==> src/rtl/salu_pkg.sv <==
package salu_pkg;

    localparam int unsigned SEL_W = 3;

    localparam logic [SEL_W-1:0] SEL_AND = 3'b000;
    localparam logic [SEL_W-1:0] SEL_OR  = 3'b001;
    localparam logic [SEL_W-1:0] SEL_ADD = 3'b010;
    localparam logic [SEL_W-1:0] SEL_SUB = 3'b110;
    localparam logic [SEL_W-1:0] SEL_SLT = 3'b111;

    // Cell multiplexer codes, taken from the low select bits.
    localparam logic [1:0] PICK_AND  = 2'b00;
    localparam logic [1:0] PICK_OR   = 2'b01;
    localparam logic [1:0] PICK_SUM  = 2'b10;
    localparam logic [1:0] PICK_LESS = 2'b11;

    function automatic logic sel_is_legal(input logic [SEL_W-1:0] s);
        return (s == SEL_AND) || (s == SEL_OR) || (s == SEL_ADD) ||
               (s == SEL_SUB) || (s == SEL_SLT);
    endfunction

    function automatic logic sel_is_arith(input logic [SEL_W-1:0] s);
        return (s == SEL_ADD) || (s == SEL_SUB);
    endfunction

endpackage

==> src/rtl/salu_cell.sv <==
module salu_cell
    import salu_pkg::*;
(
    input  logic       a_i,
    input  logic       b_i,
    input  logic       b_flip_i,
    input  logic       cin_i,
    input  logic       less_i,
    input  logic [1:0] pick_i,
    output logic       sum_o,
    output logic       cout_o,
    output logic       res_o
);

    logic b_eff_d;

    // Separate statements keep the carry path independent of less_i.
    assign b_eff_d = b_i ^ b_flip_i;
    assign sum_o   = a_i ^ b_eff_d ^ cin_i;
    assign cout_o  = (a_i & b_eff_d) | (a_i & cin_i) | (b_eff_d & cin_i);

    always_comb begin
        unique case (pick_i)
            PICK_AND: res_o = a_i & b_eff_d;
            PICK_OR:  res_o = a_i | b_eff_d;
            PICK_SUM: res_o = sum_o;
            default:  res_o = less_i;
        endcase
    end

endmodule

==> src/rtl/salu_chain.sv <==
module salu_chain #(
    parameter int unsigned WIDTH = 32
) (
    input  logic [WIDTH-1:0] a_i,
    input  logic [WIDTH-1:0] b_i,
    input  logic             b_flip_i,
    input  logic [1:0]       pick_i,
    input  logic             less_lsb_i,
    output logic [WIDTH-1:0] res_o,
    output logic             sum_msb_o,
    output logic             c_into_msb_o,
    output logic             c_out_o
);

    localparam int unsigned MSB = WIDTH - 1;

    for (genvar i = 0; i < WIDTH; i++) begin : g_lane
        logic cin_d;
        logic less_d;
        logic sum_d;
        logic cout_d;
        logic res_d;

        if (i == 0) begin : g_first
            assign cin_d  = b_flip_i;
            assign less_d = less_lsb_i;
        end else begin : g_rest
            assign cin_d  = g_lane[i-1].cout_d;
            assign less_d = 1'b0;
        end

        salu_cell u_cell (
            .a_i      (a_i[i]),
            .b_i      (b_i[i]),
            .b_flip_i (b_flip_i),
            .cin_i    (cin_d),
            .less_i   (less_d),
            .pick_i   (pick_i),
            .sum_o    (sum_d),
            .cout_o   (cout_d),
            .res_o    (res_d)
        );

        assign res_o[i] = res_d;
    end

    assign sum_msb_o    = g_lane[MSB].sum_d;
    assign c_into_msb_o = g_lane[MSB].cin_d;
    assign c_out_o      = g_lane[MSB].cout_d;

endmodule

==> src/rtl/salu_flags.sv <==
module salu_flags #(
    parameter int unsigned WIDTH = 32
) (
    input  logic [WIDTH-1:0] res_i,
    input  logic             sum_msb_i,
    input  logic             c_into_msb_i,
    input  logic             c_out_i,
    input  logic             arith_i,
    output logic             set_o,
    output logic             zero_o,
    output logic             ovf_o
);

    logic raw_ovf_d;

    // Overflow from the carries around the top cell.
    assign raw_ovf_d = c_into_msb_i ^ c_out_i;
    // The sign of the difference, corrected when the difference overflowed.
    assign set_o     = sum_msb_i ^ raw_ovf_d;
    assign ovf_o     = arith_i & raw_ovf_d;
    assign zero_o    = ~(|res_i);

endmodule

==> src/rtl/salu_top.sv <==
module salu_top
    import salu_pkg::*;
#(
    parameter int unsigned WIDTH = 32
) (
    input  logic [WIDTH-1:0] op_a,
    input  logic [WIDTH-1:0] op_b,
    input  logic [2:0]       op_sel,
    output logic [WIDTH-1:0] result,
    output logic             zero_flag,
    output logic             ovf_flag
);

    localparam int unsigned MSB = WIDTH - 1;

    logic             legal_d;
    logic             arith_d;
    logic             set_d;
    logic             sum_msb_d;
    logic             c_into_msb_d;
    logic             c_out_d;
    logic [WIDTH-1:0] raw_res_d;

    assign legal_d = sel_is_legal(op_sel);
    assign arith_d = sel_is_arith(op_sel);

    salu_chain #(.WIDTH(WIDTH)) u_chain (
        .a_i          (op_a),
        .b_i          (op_b),
        .b_flip_i     (op_sel[2]),
        .pick_i       (op_sel[1:0]),
        .less_lsb_i   (set_d),
        .res_o        (raw_res_d),
        .sum_msb_o    (sum_msb_d),
        .c_into_msb_o (c_into_msb_d),
        .c_out_o      (c_out_d)
    );

    assign result = legal_d ? raw_res_d : '0;

    salu_flags #(.WIDTH(WIDTH)) u_flags (
        .res_i        (result),
        .sum_msb_i    (sum_msb_d),
        .c_into_msb_i (c_into_msb_d),
        .c_out_i      (c_out_d),
        .arith_i      (arith_d),
        .set_o        (set_d),
        .zero_o       (zero_flag),
        .ovf_o        (ovf_flag)
    );

    // The slice chain is checked against native operators.
    always_comb begin
        if (op_sel == SEL_AND)
            a_r1_and_bits: assert (result == (op_a & op_b));
        if (op_sel == SEL_ADD)
            a_r3_add_sum: assert (result == op_a + op_b);
        if (op_sel == SEL_SUB)
            a_r4_sub_diff: assert (result == op_a - op_b);
        if (op_sel == SEL_SLT) begin
            a_r5_slt_upper_clear: assert (result[MSB:1] == '0);
            a_r6_slt_signed: assert (result[0] == ($signed(op_a) < $signed(op_b)));
        end
        if (op_sel == SEL_ADD)
            a_r8_add_overflow: assert (ovf_flag ==
                ((op_a[MSB] == op_b[MSB]) && (result[MSB] != op_a[MSB])));
        if (op_sel == SEL_SUB)
            a_r9_sub_overflow: assert (ovf_flag ==
                ((op_a[MSB] != op_b[MSB]) && (result[MSB] != op_a[MSB])));
        if (!sel_is_arith(op_sel))
            a_r10_no_overflow: assert (!ovf_flag);
    end

endmodule

==> config.mk <==
export PLATFORM = sky130hd
export DESIGN_NAME = salu_top
export DESIGN_NICKNAME = d
export VERILOG_FILES = /design/src/rtl/salu_pkg.sv /design/src/rtl/salu_cell.sv /design/src/rtl/salu_chain.sv /design/src/rtl/salu_flags.sv /design/src/rtl/salu_top.sv
export SDC_FILE = /design/constraint.sdc
export NUM_CORES = 1
export LEC_CHECK = 0
export BUFFER_PORTS_ARGS = -buffer_cell sky130_fd_sc_hd__buf_2
export CORE_MARGIN = 8
export CORE_UTILIZATION = 53
export DETAILED_ROUTE_END_ITERATION = 7
export PLACE_DENSITY = 0.91
export SLEW_MARGIN = 20
export SYNTH_ARGS = -nofsm -noshare
export SYNTH_HDL_FRONTEND = slang
export SYNTH_SLANG_ARGS = --single-unit
==> constraint.sdc <==
create_clock -name vclk -period 21.8
set_clock_uncertainty 0.15 [all_clocks]
set_input_delay 2.18 -clock vclk [all_inputs]
set_output_delay 2.18 -clock vclk [all_outputs]
set_load 0.01 [all_outputs]
# Yosys cells after proc, flatten, opt, wreduce, memory -nomap -nowiden
# Cells that the tools add are included.
[classes]
n_bitwise = 292
eq_ne = 6
muxes = 33
n_reduce_logical = 8
[ops]
columns = ["operator", "count"]
rows = [
  ["XOR 1 bit", 98],
  ["AND 1 bit", 97],
  ["OR 1 bit", 96],
  ["one-hot mux 1 bit (3 select lines)", 32],
  ["two-way mux 32 bit", 1],
  ["OR reduction 32 bit", 1],
  ["== test 3 bit, second input constant", 2],
  ["logical OR 1 bit", 5],
  ["== test 3 x 1 -> 1 bit, second input constant", 1],
  ["== test 3 x 2 -> 1 bit, second input constant", 1],
  ["zero test 3 bit", 1],
  ["== test 2 x 1 -> 1 bit, second input constant", 1],
  ["== test 2 bit, second input constant", 1],
  ["zero test 2 bit", 1],
  ["inverter 1 bit", 1],
]
[word_totals]
out_inout_bits = 34
regBits = 0
inputBits = 67

# Longest topological paths before layout
[logic_depth]
depth_word = 103
depth_mapped = 46
mapped_depth_nobuf = 42

# Hierarchy
# A second synthesis with hierarchy kept.
[hier_totals]
hier_cells = 440
hier_area_um2 = 3799.9
[modules_own_cells]
columns = ["mod", "instances", "cells_per_inst", "area_per_inst_um2", "seq_area_each_um2"]
rows = [
  ["salu_cell", 32, 11, 98.8, 0.0],
  ["salu_top", 1, 41, 296.5, 0.0],
  ["salu_chain", 1, 33, 244.0, 0.0],
  ["salu_flags", 1, 14, 96.3, 0.0],
]

# Least setup slack after synthesis
# Ideal clock, no wire load.
[synth_path]
path_type = "input-to-output"
startpoint = "input port op_sel[2]"
endpoint = "output port zero_flag"
required_time_ns = 19.470
t_arrival_ns = 15.523
setup_slack_ns = 3.947
n_path_buf = 4
path_stages = 45
cell_sequence = "buf_6 > buf_12 > buf_2 > buf_2 > xor2_1 > inv_1 > fa_1 > inv_1 > fa_1 > fa_1 > fa_1 > fa_1 > fa_1 > fa_1 > fa_1 > fa_1 > fa_1 > fa_1 > (+9 left out) > fa_1 > fa_1 > fa_1 > fa_1 > fa_1 > fa_1 > fa_1 > inv_1 > fa_1 > inv_1 > fa_1 > fa_1 > inv_1 > fa_1 > o221a_2 > or4bb_1 > nand4bb_1 > nor4_2"
[synth_via]
elab_chain_cells = 103
word_cells_on_any_way = 334
cone_classes = "eq/ne (4); mux (33); bitwise (291); reduce/logical (6)"
[synth_lines]
columns = ["item", "line", "text"]
rows = [
  ["start, declared", "salu_top.sv:8", "input logic [2:0] op_sel,"],
  ["XOR 1 bit", "salu_cell.sv:18", "assign b_eff_d = b_i ^ b_flip_i;"],
  ["AND 1 bit", "salu_cell.sv:20, salu_cell.sv:24", ""],
  ["OR 1 bit (2 in a row)", "salu_cell.sv:20", "assign cout_o = (a_i & b_eff_d) | (a_i & cin_i) | (b_eff_d & cin_i);"],
  ["AND 1 bit", "salu_cell.sv:20", ""],
  ["OR 1 bit (2 in a row)", "salu_cell.sv:20", ""],
  ["AND 1 bit", "salu_cell.sv:20", ""],
  ["OR 1 bit (2 in a row)", "salu_cell.sv:20", ""],
  ["AND 1 bit", "salu_cell.sv:20", ""],
  ["(+83 left out)", "n/a", ""],
  ["AND 1 bit", "salu_cell.sv:20", ""],
  ["OR 1 bit (2 in a row)", "salu_cell.sv:20", ""],
  ["XOR 1 bit", "salu_flags.sv:17", "assign raw_ovf_d = c_into_msb_i ^ c_out_i;"],
  ["XOR 1 bit", "salu_flags.sv:19", "assign set_o = sum_msb_i ^ raw_ovf_d;"],
  ["one-hot mux 1 bit (3 select lines)", "salu_cell.sv:23", "unique case (pick_i)"],
  ["two-way mux 32 bit (*)", "salu_top.sv:39", "assign result = legal_d ? raw_res_d : '0;"],
  ["OR reduction 32 bit (*)", "salu_flags.sv:21", "assign zero_o = ~(|res_i);"],
  ["inverter 1 bit (*)", "salu_flags.sv:21", ""],
  ["end, declared", "salu_top.sv:10", "output logic zero_flag,"],
]
# Every way passes the cells marked *; elsewhere a longest branch is shown, timed or not.

# Worst setup path in the final report
# Same ends and word-level chain as after synthesis.

==> impl_metrics.toml <==
[run_status]
status = "finished, final reports clean"

[layout]
nClkBuffers = 0
regArea_sq_um = 0
seq_cells = 0
layout_common_cells = "buf_2, inv_1, ha_1, xor2_1, fa_1"
nets = 592
area_growth_pct = 15.6
drive_gt1_share_pct = 33.3
final_common_cell = "buf_2"
diodes = 0
fin_cells = 499

[power_and_ir_drop]
clockPowerShare_pct = 0
p_switching_uw = 52.4
swShare_pct = 57.1
p_per_area_mw_per_mm2 = 26.2
seqPwrFrac_pct = 0
vdd_drop_max_uv = 15.5
power_frac_comb_pct = 100.0
leakagePower_uw = 0.00201
p_int_uw = 39.4

[die]
die_w_um = 91.6
rows = 27
pin_count = 101
core-area_sq_mm = 0.00551
die_h_um = 91.6
die_area_sq_mm = 0.00840
start_util_pct = 55.1

[global_routing]
grtUsageTotal_pct = 18.2
grt_pass1_vias = 2813
grt_antenna_before_repair = 1
grt_pass1_wl_mm = 13.2
gr-total-overflow = 0
grt_max_degree = 51

[min_path]
hold_class = "in2out"

[routing]
drc_errors = 0
vias = 2678
antenna_left = 0
drtIter0Drc = 82
dr.pass1.iters = 4
wirelength_mm = 7.79
routedWlPerCell_um = 15.6
detail_route.vias_per_cell = 5.37

[worst_setup_path]
required_ns = 19.47
crit_path_end_kind = "primary output"
cp_slowest_cell = "fa_1"
slowest_delay_ns = 0.45
worstSetupPathType = "in2out"
worst_setup_path_start_kind = "input port"
path_max_fanout = 14
crit_top_cell = "fa_1"
critical_path_arrival_ns = 16.07

[placed_design]
dpl.cell_count = 499
place_hpwl_mm = 6.25
port_buffers = 101
gp_congestion = 0.840
dpl_worst_slack_ns = 3.48

[run]
cap_viol_max_count = 0

[synth]
ys_warn_count = 0
syn_avg_cell_area_sq_um = 8.81
synth_nets = 507
netlist_instances = 344
syn_area_sq_mm = 0.00303
ys_types = 42
yosysSeqAreaShare_pct = 0

[timing]
period_minus_slack_ns = 18.40
hold_viol = 0
slew_viol_final = 0
tns_ns = 0
fin_crit_sh_pct = 84.4
worst_slew_pin_slew_ns = 0.879
setup_viol = 0
fin_ws_ns = 3.40
grt_setup_unrepaired = "false"
max_slew_margin_pct = 41.4
fmax_ghz = 0.0544

[clock_network]
cts_repair_resize_count = 0
hold_buffers = 0
post-cts-setup-buffers = 0
-- layout make-up --
cell class	instances	area, sq um
timing repair buffer	102	513
fill	467	2000
inverter	81	304
multi-input combinational	244	2600
tap	72	90.1
-- stage by stage --
stage	total power [uW]	cell area [sq um]	util [%]	hold slack, ns
after floorplan	61.5	3030	-	4.41
after CTS	92.3	3500	63.6	4.77
after detailed placement	91.7	3500	63.6	4.76
final	91.8	3500	63.6	4.77
after global routing	105	3500	63.6	4.80
after global placement	87.0	3500	63.6	4.76
-- synth_stat cells (all sizes together) --
cell | number | area, sq um
nand2 | 8 | 30.0
o221a | 1 | 11.3
o221ai | 13 | 126
xnor2 | 1 | 8.76
nor3b | 1 | 7.51
a22oi | 7 | 52.6
or4 | 2 | 15.0
or4bb | 1 | 11.3
clkbuf | 3 | 12.5
o21ai | 1 | 5.00
xor2 | 33 | 289
ha | 64 | 801
a21oi | 8 | 40.0
buf | 16 | 118
fa | 32 | 641
nor4b | 1 | 8.76
nand4 | 1 | 6.26
mux2i | 1 | 10.0
o311a | 1 | 10.0
o211ai | 2 | 15.0
nor2 | 11 | 48.8
nand3 | 1 | 5.00
nor2b | 1 | 6.26
or3b | 9 | 78.8
o22ai | 6 | 37.5
nor4 | 7 | 50.1
nand3b | 2 | 15.0
nand4bb | 1 | 11.3
or2 | 8 | 50.1
a221oi | 2 | 30.0
or4b | 15 | 150
nand2b | 2 | 20.0
inv | 81 | 304
or3 | 1 | 6.26
-- final timing paths --
path | startpoint | end | depth (start not counted)
setup / recovery | op_sel[2] | zero_flag | 43
hold / removal | op_a[17] | result[17] | 5
-- worst max-delay path: cells and delay by family --
family	cells	cell delay (ns)
AOI/OAI and AO/OA	1	0.19
xor gates and xnor gates	1	0.14
buffers and inverters	7	0.84
adders and majority gates	31	11.66
and+or+nand+nor	3	1.04
-- cell families (layout without fill, tap and decap cells) --
group	after synthesis	in the layout	share of synthesized area, %
compound gates	41	41	10.8
xor+xnor	34	34	9.82
fa+ha+maj	96	96	47.5
buf+inv	100	183	14.3
mux	1	1	0.330
simple gates	72	72	17.2
-- metal layers --
| layer | vias to the layer above | share of wire (%) | GRT usage, % | wire (um) |
|---|---|---|---|---|
| met5 | - | 0.10 | 0 | 8 |
| met1 | 1305 | 42 | 22.6 | 3270 |
| li1 | 1268 | - | - | - |
| met3 | 10 | 5.8 | 2.85 | 448 |
| met2 | 93 | 51 | 32.7 | 3950 |
| met4 | 2 | 1.3 | 3.00 | 102 |
-- power groups by stage --
stage / Clock (uW) / Combinational (uW) / Sequential, uW
after global placement: 0 / 87.0 / 0
after detailed placement: 0 / 91.7 / 0
after global routing: 0 / 105 / 0
after CTS: 0 / 92.3 / 0
final: 0 / 91.8 / 0
after floorplan: 0 / 61.5 / 0
Power figures use the tool's default switching activity.
